## src/rtl/itfb_pkg.sv

```systemverilog
package itfb_pkg;
   typedef enum logic [1:0] {
      SRC_START = 2'b00,
      SRC_CUR   = 2'b01,
      SRC_PREV  = 2'b10,
      SRC_ALT   = 2'b11
   } src_e;

   typedef enum logic [1:0] {
      ST_IDLE  = 2'b00,
      ST_RUN   = 2'b01,
      ST_DRAIN = 2'b10
   } st_e;
endpackage

```

## src/rtl/itfb_timer.sv

```systemverilog
module itfb_timer #(
   parameter int DEPTH = 3
) (
   input  logic clk,
   input  logic rst_n,
   input  logic clr,
   input  logic run,
   output logic last
);
   localparam int CW = (DEPTH > 1) ? $clog2(DEPTH) : 1;

   logic [CW-1:0] cnt;

   assign last = run && (cnt == CW'(DEPTH - 1));

   always_ff @(posedge clk or negedge rst_n) begin
      if (!rst_n)       cnt <= '0;
      else if (clr)     cnt <= '0;
      else if (last)    cnt <= '0;
      else if (run)     cnt <= cnt + 1'b1;
   end
endmodule

```

## src/rtl/itfb_switch.sv

```systemverilog
module itfb_switch
   import itfb_pkg::*;
#(
   parameter int DW    = 32,
   parameter int LANES = 4
) (
   input  logic               first,
   input  logic [2*LANES-1:0] sel_cfg,
   input  logic [LANES*DW-1:0] in_vec,
   input  logic [LANES*DW-1:0] cur_vec,
   input  logic [LANES*DW-1:0] prev_vec,
   output logic [LANES*DW-1:0] op_vec
);
   for (genvar k = 0; k < LANES; k++) begin : g_lane
      src_e code;
      assign code = src_e'(sel_cfg[2*k +: 2]);
      always_comb begin
         if (first) begin
            op_vec[k*DW +: DW] = in_vec[k*DW +: DW];
         end else begin
            unique case (code)
               SRC_CUR:  op_vec[k*DW +: DW] = cur_vec[k*DW +: DW];
               SRC_PREV: op_vec[k*DW +: DW] = prev_vec[k*DW +: DW];
               default:  op_vec[k*DW +: DW] = in_vec[k*DW +: DW];
            endcase
         end
      end
   end
endmodule

```

## src/rtl/itfb_outbank.sv

```systemverilog
module itfb_outbank #(
   parameter int DW    = 32,
   parameter int LANES = 4,
   localparam int MW   = (LANES > 1) ? $clog2(LANES) : 1
) (
   input  logic                 clk,
   input  logic                 rst_n,
   input  logic                 clr,
   input  logic                 wr,
   input  logic [LANES*MW-1:0]  out_map,
   input  logic [LANES*DW-1:0]  res_vec,
   output logic [LANES*DW-1:0]  cur_vec,
   output logic [LANES*DW-1:0]  prev_vec
);
   for (genvar j = 0; j < LANES; j++) begin : g_reg
      logic [MW-1:0] idx;
      logic [DW-1:0] pick;
      assign idx = out_map[j*MW +: MW];

      always_comb begin
         pick = res_vec[j*DW +: DW];
         for (int s = 0; s < LANES; s++) begin
            if (idx == MW'(s)) pick = res_vec[s*DW +: DW];
         end
      end

      always_ff @(posedge clk or negedge rst_n) begin
         if (!rst_n) begin
            cur_vec[j*DW +: DW]  <= '0;
            prev_vec[j*DW +: DW] <= '0;
         end else if (clr) begin
            cur_vec[j*DW +: DW]  <= '0;
            prev_vec[j*DW +: DW] <= '0;
         end else if (wr) begin
            cur_vec[j*DW +: DW]  <= pick;
            prev_vec[j*DW +: DW] <= cur_vec[j*DW +: DW];
         end
      end
   end
endmodule

```

## src/rtl/itfb_seq.sv

```systemverilog
module itfb_seq
   import itfb_pkg::*;
#(
   parameter int DW       = 32,
   parameter int LANES    = 4,
   parameter int DEPTH    = 3,
   parameter int NUM_EXIT = 4,
   localparam int MW      = (LANES > 1) ? $clog2(LANES) : 1,
   localparam int EW      = (NUM_EXIT > 1) ? $clog2(NUM_EXIT) : 1
) (
   input  logic                 clk,
   input  logic                 rst_n,
   input  logic                 start,
   input  logic [LANES*DW-1:0]  in_vec,
   input  logic [2*LANES-1:0]   sel_cfg,
   input  logic [LANES*MW-1:0]  out_map,
   input  logic [NUM_EXIT-1:0]  exit_mask,
   input  logic [NUM_EXIT-1:0]  exit_flags,
   input  logic [LANES*DW-1:0]  res_vec,
   output logic [LANES*DW-1:0]  op_vec,
   output logic [LANES*DW-1:0]  out_cur,
   output logic [LANES*DW-1:0]  out_prev,
   output logic                 busy,
   output logic                 done,
   output logic                 multi_iter,
   output logic [EW-1:0]        exit_idx
);
   if (2*LANES > 32) begin : g_bad_lanes
      $error("itfb_seq: LANES codes must fit one 32-bit word");
   end
   if (DEPTH < 1) begin : g_bad_depth
      $error("itfb_seq: DEPTH must be at least 1");
   end
   if (NUM_EXIT < 1 || DW < 1) begin : g_bad_misc
      $error("itfb_seq: NUM_EXIT and DW must be positive");
   end

   st_e           state;
   logic          first_it;
   logic          launch;
   logic          iter_end;
   logic          stop_hit;
   logic [NUM_EXIT-1:0] live_exit;
   logic [EW-1:0] first_exit;

   assign launch    = (state == ST_IDLE) && start;
   assign live_exit = exit_flags & exit_mask;
   assign stop_hit  = iter_end && (|live_exit);
   assign busy      = (state != ST_IDLE);

   always_comb begin
      first_exit = '0;
      for (int i = NUM_EXIT - 1; i >= 0; i--) begin
         if (live_exit[i]) first_exit = EW'(i);
      end
   end

   itfb_timer #(.DEPTH(DEPTH)) u_timer (
      .clk   (clk),
      .rst_n (rst_n),
      .clr   (launch),
      .run   (state == ST_RUN),
      .last  (iter_end)
   );

   itfb_switch #(.DW(DW), .LANES(LANES)) u_switch (
      .first    (first_it),
      .sel_cfg  (sel_cfg),
      .in_vec   (in_vec),
      .cur_vec  (out_cur),
      .prev_vec (out_prev),
      .op_vec   (op_vec)
   );

   itfb_outbank #(.DW(DW), .LANES(LANES)) u_bank (
      .clk      (clk),
      .rst_n    (rst_n),
      .clr      (launch),
      .wr       (iter_end),
      .out_map  (out_map),
      .res_vec  (res_vec),
      .cur_vec  (out_cur),
      .prev_vec (out_prev)
   );

   always_ff @(posedge clk or negedge rst_n) begin
      if (!rst_n) begin
         state      <= ST_IDLE;
         first_it   <= 1'b1;
         done       <= 1'b0;
         multi_iter <= 1'b0;
         exit_idx   <= '0;
      end else begin
         unique case (state)
            ST_IDLE: begin
               if (launch) begin
                  state      <= ST_RUN;
                  first_it   <= 1'b1;
                  done       <= 1'b0;
                  multi_iter <= 1'b0;
                  exit_idx   <= '0;
               end
            end
            ST_RUN: begin
               if (iter_end) begin
                  first_it <= 1'b0;
                  if (stop_hit) begin
                     state      <= ST_DRAIN;
                     done       <= 1'b1;
                     multi_iter <= !first_it;
                     exit_idx   <= first_exit;
                  end
               end
            end
            default: state <= ST_IDLE;
         endcase
      end
   end
endmodule

```

## config.mk

```make
export PLATFORM = sky130hd
export DESIGN_NAME = itfb_seq
export DESIGN_NICKNAME = d
export VERILOG_FILES = /design/src/rtl/itfb_pkg.sv /design/src/rtl/itfb_timer.sv /design/src/rtl/itfb_switch.sv /design/src/rtl/itfb_outbank.sv /design/src/rtl/itfb_seq.sv
export SDC_FILE = /design/constraint.sdc
export NUM_CORES = 1
export LEC_CHECK = 0
export BUFFER_PORTS_ARGS = -buffer_cell sky130_fd_sc_hd__buf_2
export CAP_MARGIN = 20
export CORE_AREA = 2 2 261 263
export DETAILED_ROUTE_END_ITERATION = 16
export DIE_AREA = 0 0 263 265
export PLACE_DENSITY = 0.47
export RECOVER_POWER = 100
export SLEW_MARGIN = 10
export SYNTH_ARGS = -nofsm -noshare
export SYNTH_HDL_FRONTEND = slang
export SYNTH_SLANG_ARGS = --single-unit
export TNS_END_PERCENT = 5
```

## constraint.sdc

```tcl
create_clock -name clk -period 1.4 [get_ports clk]
set_input_delay 0.14 -clock clk [delete_from_list [all_inputs] [get_ports clk]]
set_output_delay 0.14 -clock clk [all_outputs]
set_load 0.05 [all_outputs]
```

==> flow_summary.ini <==
[critical_path]
r2r_end = u_bank.cur_vec[119]
number_of_logic_stages_on_the_critical_path_including_buffering = 6
path_cells = buf_12 -> or2_4 -> buf_12 -> buf_4 -> o21ai_4 -> buf_12
critPathCaptureType = output port
critical_path_buf_inv_count = 4
launch_point_of_the_worst_reg_to_reg_path = state[0]
ff2ff_path_depth = 4
timing.reg2reg.setup_slack_ns = -0.22
worst-path-max-fanout = 41
critPathMaxStageDelay_ns = 0.40
path_delay_family = buffers and inverters
timing.critical_path.required_ns = 1.26
data_arrival_critical_path_ns = 2.04
crit_top_cell = sky130_fd_sc_hd__buf_12
start_kind = flip-flop
path_class = flip-flop to output port
timing.critical_path.slowest_stage_cell = sky130_fd_sc_hd__dfstp_2

[clocking]
clock_sink_count = 265
cts_made_buffers = 34
clock_tree.buffer_depth = 3
cts_tree = built
ctsHtreeMaxLevel = 2
clk_root_buffer_cell = sky130_fd_sc_hd__clkbuf_16
insertion_delay_ns = 0.56
path_clk_slew_ns = 0.07

[route]
dr.first_iter.drc_count = 995
routed_wl_um = 82800
wl_per_cell_um = 27.5
post-route-drc-count = 0
drt_pre_antenna_iters = 5
routed_via_density = 5.20
routed_via_count = 15700
detail-route-antenna-nets = 0

[hold_path]
holdCritPathClass = primary input to flip-flop
min_path_cells = 3
worstHoldStart = res_vec[97]
hold_end = u_bank.cur_vec[33]

[floorplan]
std_cell_rows = 95
fp.coreArea_sq_um = 66800
die_h_um = 265
die-width_um = 263
initial_core_util = 0.223
floorplan.die_area_sq_um = 69700
boundaryPins = 672

[global_routing]
global_route.usage.met1 = 0.291
antenna_violations_before_repair = 29
grt_util_met3 = 0.0656
wire_length_of_the_first_global_routing_pass_um = 117000
met2_layer_usage_reported_by_global_route = 0.373
first_global_vias = 16300
groute.usage.overall = 0.229
busiest_layer_in_global_routing = met2
pin_count_of_the_biggest_net_entering_global_routing = 88
global_route.overflow_total = 0

[finish]
top_library_cells_by_usage_in_the_layout_fill_and_taps_aside = 345 x sky130_fd_sc_hd__buf_2, 255 x sky130_fd_sc_hd__dfrtp_1, 244 x sky130_fd_sc_hd__a22o_1, 207 x sky130_fd_sc_hd__buf_6, 190 x sky130_fd_sc_hd__buf_4
most_frequent_standard_cell_in_the_layout_excluding_fill_and_tap_cells = sky130_fd_sc_hd__buf_2
utilization = 0.380
nets = 2396
layout.area.seq_sq_um = 6640
num-fill-cells = 6557
areaGrowthSynthToFinish_pct = 70.5
multiInputGateArea_sq_um = 8430
final_layout_size_suffix_gt1_frac = 0.591

[sta]
holdWs_ns = -0.00719
worst_slew_margin_rel = 0.476
achievable-frequency_mhz = 459
layout_worst_path_cycle_share = 1.55
slew_violations = 0
worst_clock_skew_ns = 0.0279
max_slew.worst_pin.slew_ns = 0.787
timing.final.setup_violations = 371
finalHoldViolations = 1
fin_crit_ns = 2.18
final.setup.worst_slack_ns = -0.776
rsz_0062_raised_after_global_routing = true

[synth]
syn_avg_cell_area_sq_um = 11.7
synthesis.area_sq_um = 14900
synth.area.top_cells = sky130_fd_sc_hd__dfrtp_1 44%, sky130_fd_sc_hd__mux4_2 17%, sky130_fd_sc_hd__a22o_1 14%, sky130_fd_sc_hd__a22oi_1 6.6%, sky130_fd_sc_hd__o21ai_0 4.6%
syn_nets = 1559
synth_top_area_share = 0.444
netlist.top_cell.by_area = sky130_fd_sc_hd__dfrtp_1
syn-instance-count = 1268
synth.ff_latch_count = 265
synthesis.yosys.warnings = 0
synth-seq-area-share = 0.446
synthDistinctLibCells = 35

[placed_design]
gp_routability_congestion = 0.912
place_hpwl_um = 64100
io_buffer_count = 671

[outcome]
status = finished, violations left
failed_checks = negative hold slack, negative setup slack

[pwr]
power.density_nw_per_um2 = 2410
max-vdd-ir-drop_v = 0.00151
leakagePower_nw = 11.7

[job]
cap_violations = 0
## flip-flops by register name, indices dropped and copies added, names as in the netlist
signal	flops
u_timer.cnt	2
done	1
first_it	1
u_bank.prev_vec	128
u_bank.cur_vec	128
state	2
exit_idx	2
multi_iter	1
## report_power, final
group	internal [mW]	total [mW]	switching (mW)
registers	10.9	14.2	3.39
logic	13.6	38.0	24.4
clock network	5.20	8.83	3.63
## cells in the mapped netlist
| library cell | count |
|---|---|
| sky130_fd_sc_hd__o21ai_0 | 137 |
| sky130_fd_sc_hd__clkbuf_1 | 58 |
| sky130_fd_sc_hd__o221ai_1 | 13 |
| sky130_fd_sc_hd__nor3b_1 | 1 |
| sky130_fd_sc_hd__dfrtp_1 | 264 |
| sky130_fd_sc_hd__nand4bb_1 | 1 |
| sky130_fd_sc_hd__buf_4 | 10 |
| sky130_fd_sc_hd__nand3_1 | 1 |
| sky130_fd_sc_hd__a22oi_1 | 130 |
| sky130_fd_sc_hd__buf_1 | 9 |
| sky130_fd_sc_hd__ha_1 | 8 |
| sky130_fd_sc_hd__nor2b_1 | 13 |
| sky130_fd_sc_hd__a21oi_1 | 1 |
| sky130_fd_sc_hd__nand4b_1 | 1 |
| sky130_fd_sc_hd__a22o_1 | 244 |
| sky130_fd_sc_hd__a21o_1 | 2 |
| sky130_fd_sc_hd__or2_2 | 3 |
| sky130_fd_sc_hd__o2bb2ai_1 | 1 |
| sky130_fd_sc_hd__nand3b_1 | 1 |
| sky130_fd_sc_hd__o21bai_1 | 1 |
| sky130_fd_sc_hd__buf_6 | 1 |
| sky130_fd_sc_hd__a32o_1 | 1 |
| sky130_fd_sc_hd__o21ai_1 | 6 |
| sky130_fd_sc_hd__mux4_2 | 115 |
| sky130_fd_sc_hd__or2_1 | 1 |
| sky130_fd_sc_hd__a211oi_1 | 13 |
| sky130_fd_sc_hd__mux2i_1 | 1 |
| sky130_fd_sc_hd__dfstp_2 | 1 |
| sky130_fd_sc_hd__mux2_2 | 1 |
| sky130_fd_sc_hd__nor2_1 | 2 |
| sky130_fd_sc_hd__nand2_1 | 151 |
| sky130_fd_sc_hd__nand2b_1 | 3 |
| sky130_fd_sc_hd__inv_1 | 9 |
| sky130_fd_sc_hd__and4bb_1 | 1 |
| sky130_fd_sc_hd__buf_2 | 63 |
## through the flow
step	cells	power [mW]	TNS [ns]	area, sq um	setup slack, ns
final	3016	61.1	-116.08	25400	-0.776
after global routing	3011	63.4	-140.91	25300	-0.832
after CTS	2994	59.8	-117.78	24700	-0.822
after floorplan	1268	35.9	-43.56	15600	-0.429
after global placement	2910	47.5	-55.72	21900	-0.357
after detailed placement	2910	47.8	-59.55	21900	-0.381
## worst reg2reg max path, delay by kind of cell (launching register included)
family | cells | cell delay [ns]
and+or+nand+nor | 1 | 0.19
buffers and inverters | 1 | 0.19
DFF | 1 | 0.41
AOI/OAI and AO/OA | 2 | 0.74
## worst max-delay path by stage
stage	slack (ns)	start	end
floorplan	-0.43	sel_cfg[2]	op_vec[35]
global placement	-0.36	sel_cfg[4]	op_vec[89]
detailed placement	-0.38	first_it	op_vec[25]
CTS	-0.82	first_it	op_vec[122]
global route	-0.83	first_it	op_vec[58]
finish	-0.78	first_it	op_vec[122]
## layout make-up
type / instances / share of cell area
multi-input combinational: 854 / 0.332
timing repair buffer: 941 / 0.317
sequential: 265 / 0.262
tap: 873 / 0.0431
clock buffer: 49 / 0.0382
clock inverter: 10 / 0.00464
antenna: 15 / 0.00148
inverter: 9 / 0.00133
## timing repair
| item | 4_1_cts | 5_1_grt |
|---|---|---|
| pin swaps | 48 | 52 |
| setup endpoints to repair | 523 | 543 |
| hold buffers | 18 | 0 |
| gates resized for setup | 442 | 272 |
| gates cloned | 3 | 8 |
| endpoints found under the hold margin | 261 | 0 |
| buffers inserted | 4 | 1 |
## routing by layer
layer,vias up,part of all wire
met5,-,0.00099
met3,134,0.076
met4,12,0.035
met2,716,0.48
li1,6784,-
met1,8050,0.41
## cells by family (layout without fill, tap and decap cells)
group	count (synthesis)	in the layout	synth area share
AO/OA/AOI/OAI	549	549	0.275
multiplexers	117	117	0.176
AND/OR/NAND/NOR	179	180	0.0506
buffers and inverters	150	1009	0.0462
other	0	15	0
adder cells (fa/ha/maj)	8	8	0.00673
flip-flops	265	265	0.446
Note: power is estimated with default switching activity, not from simulation.
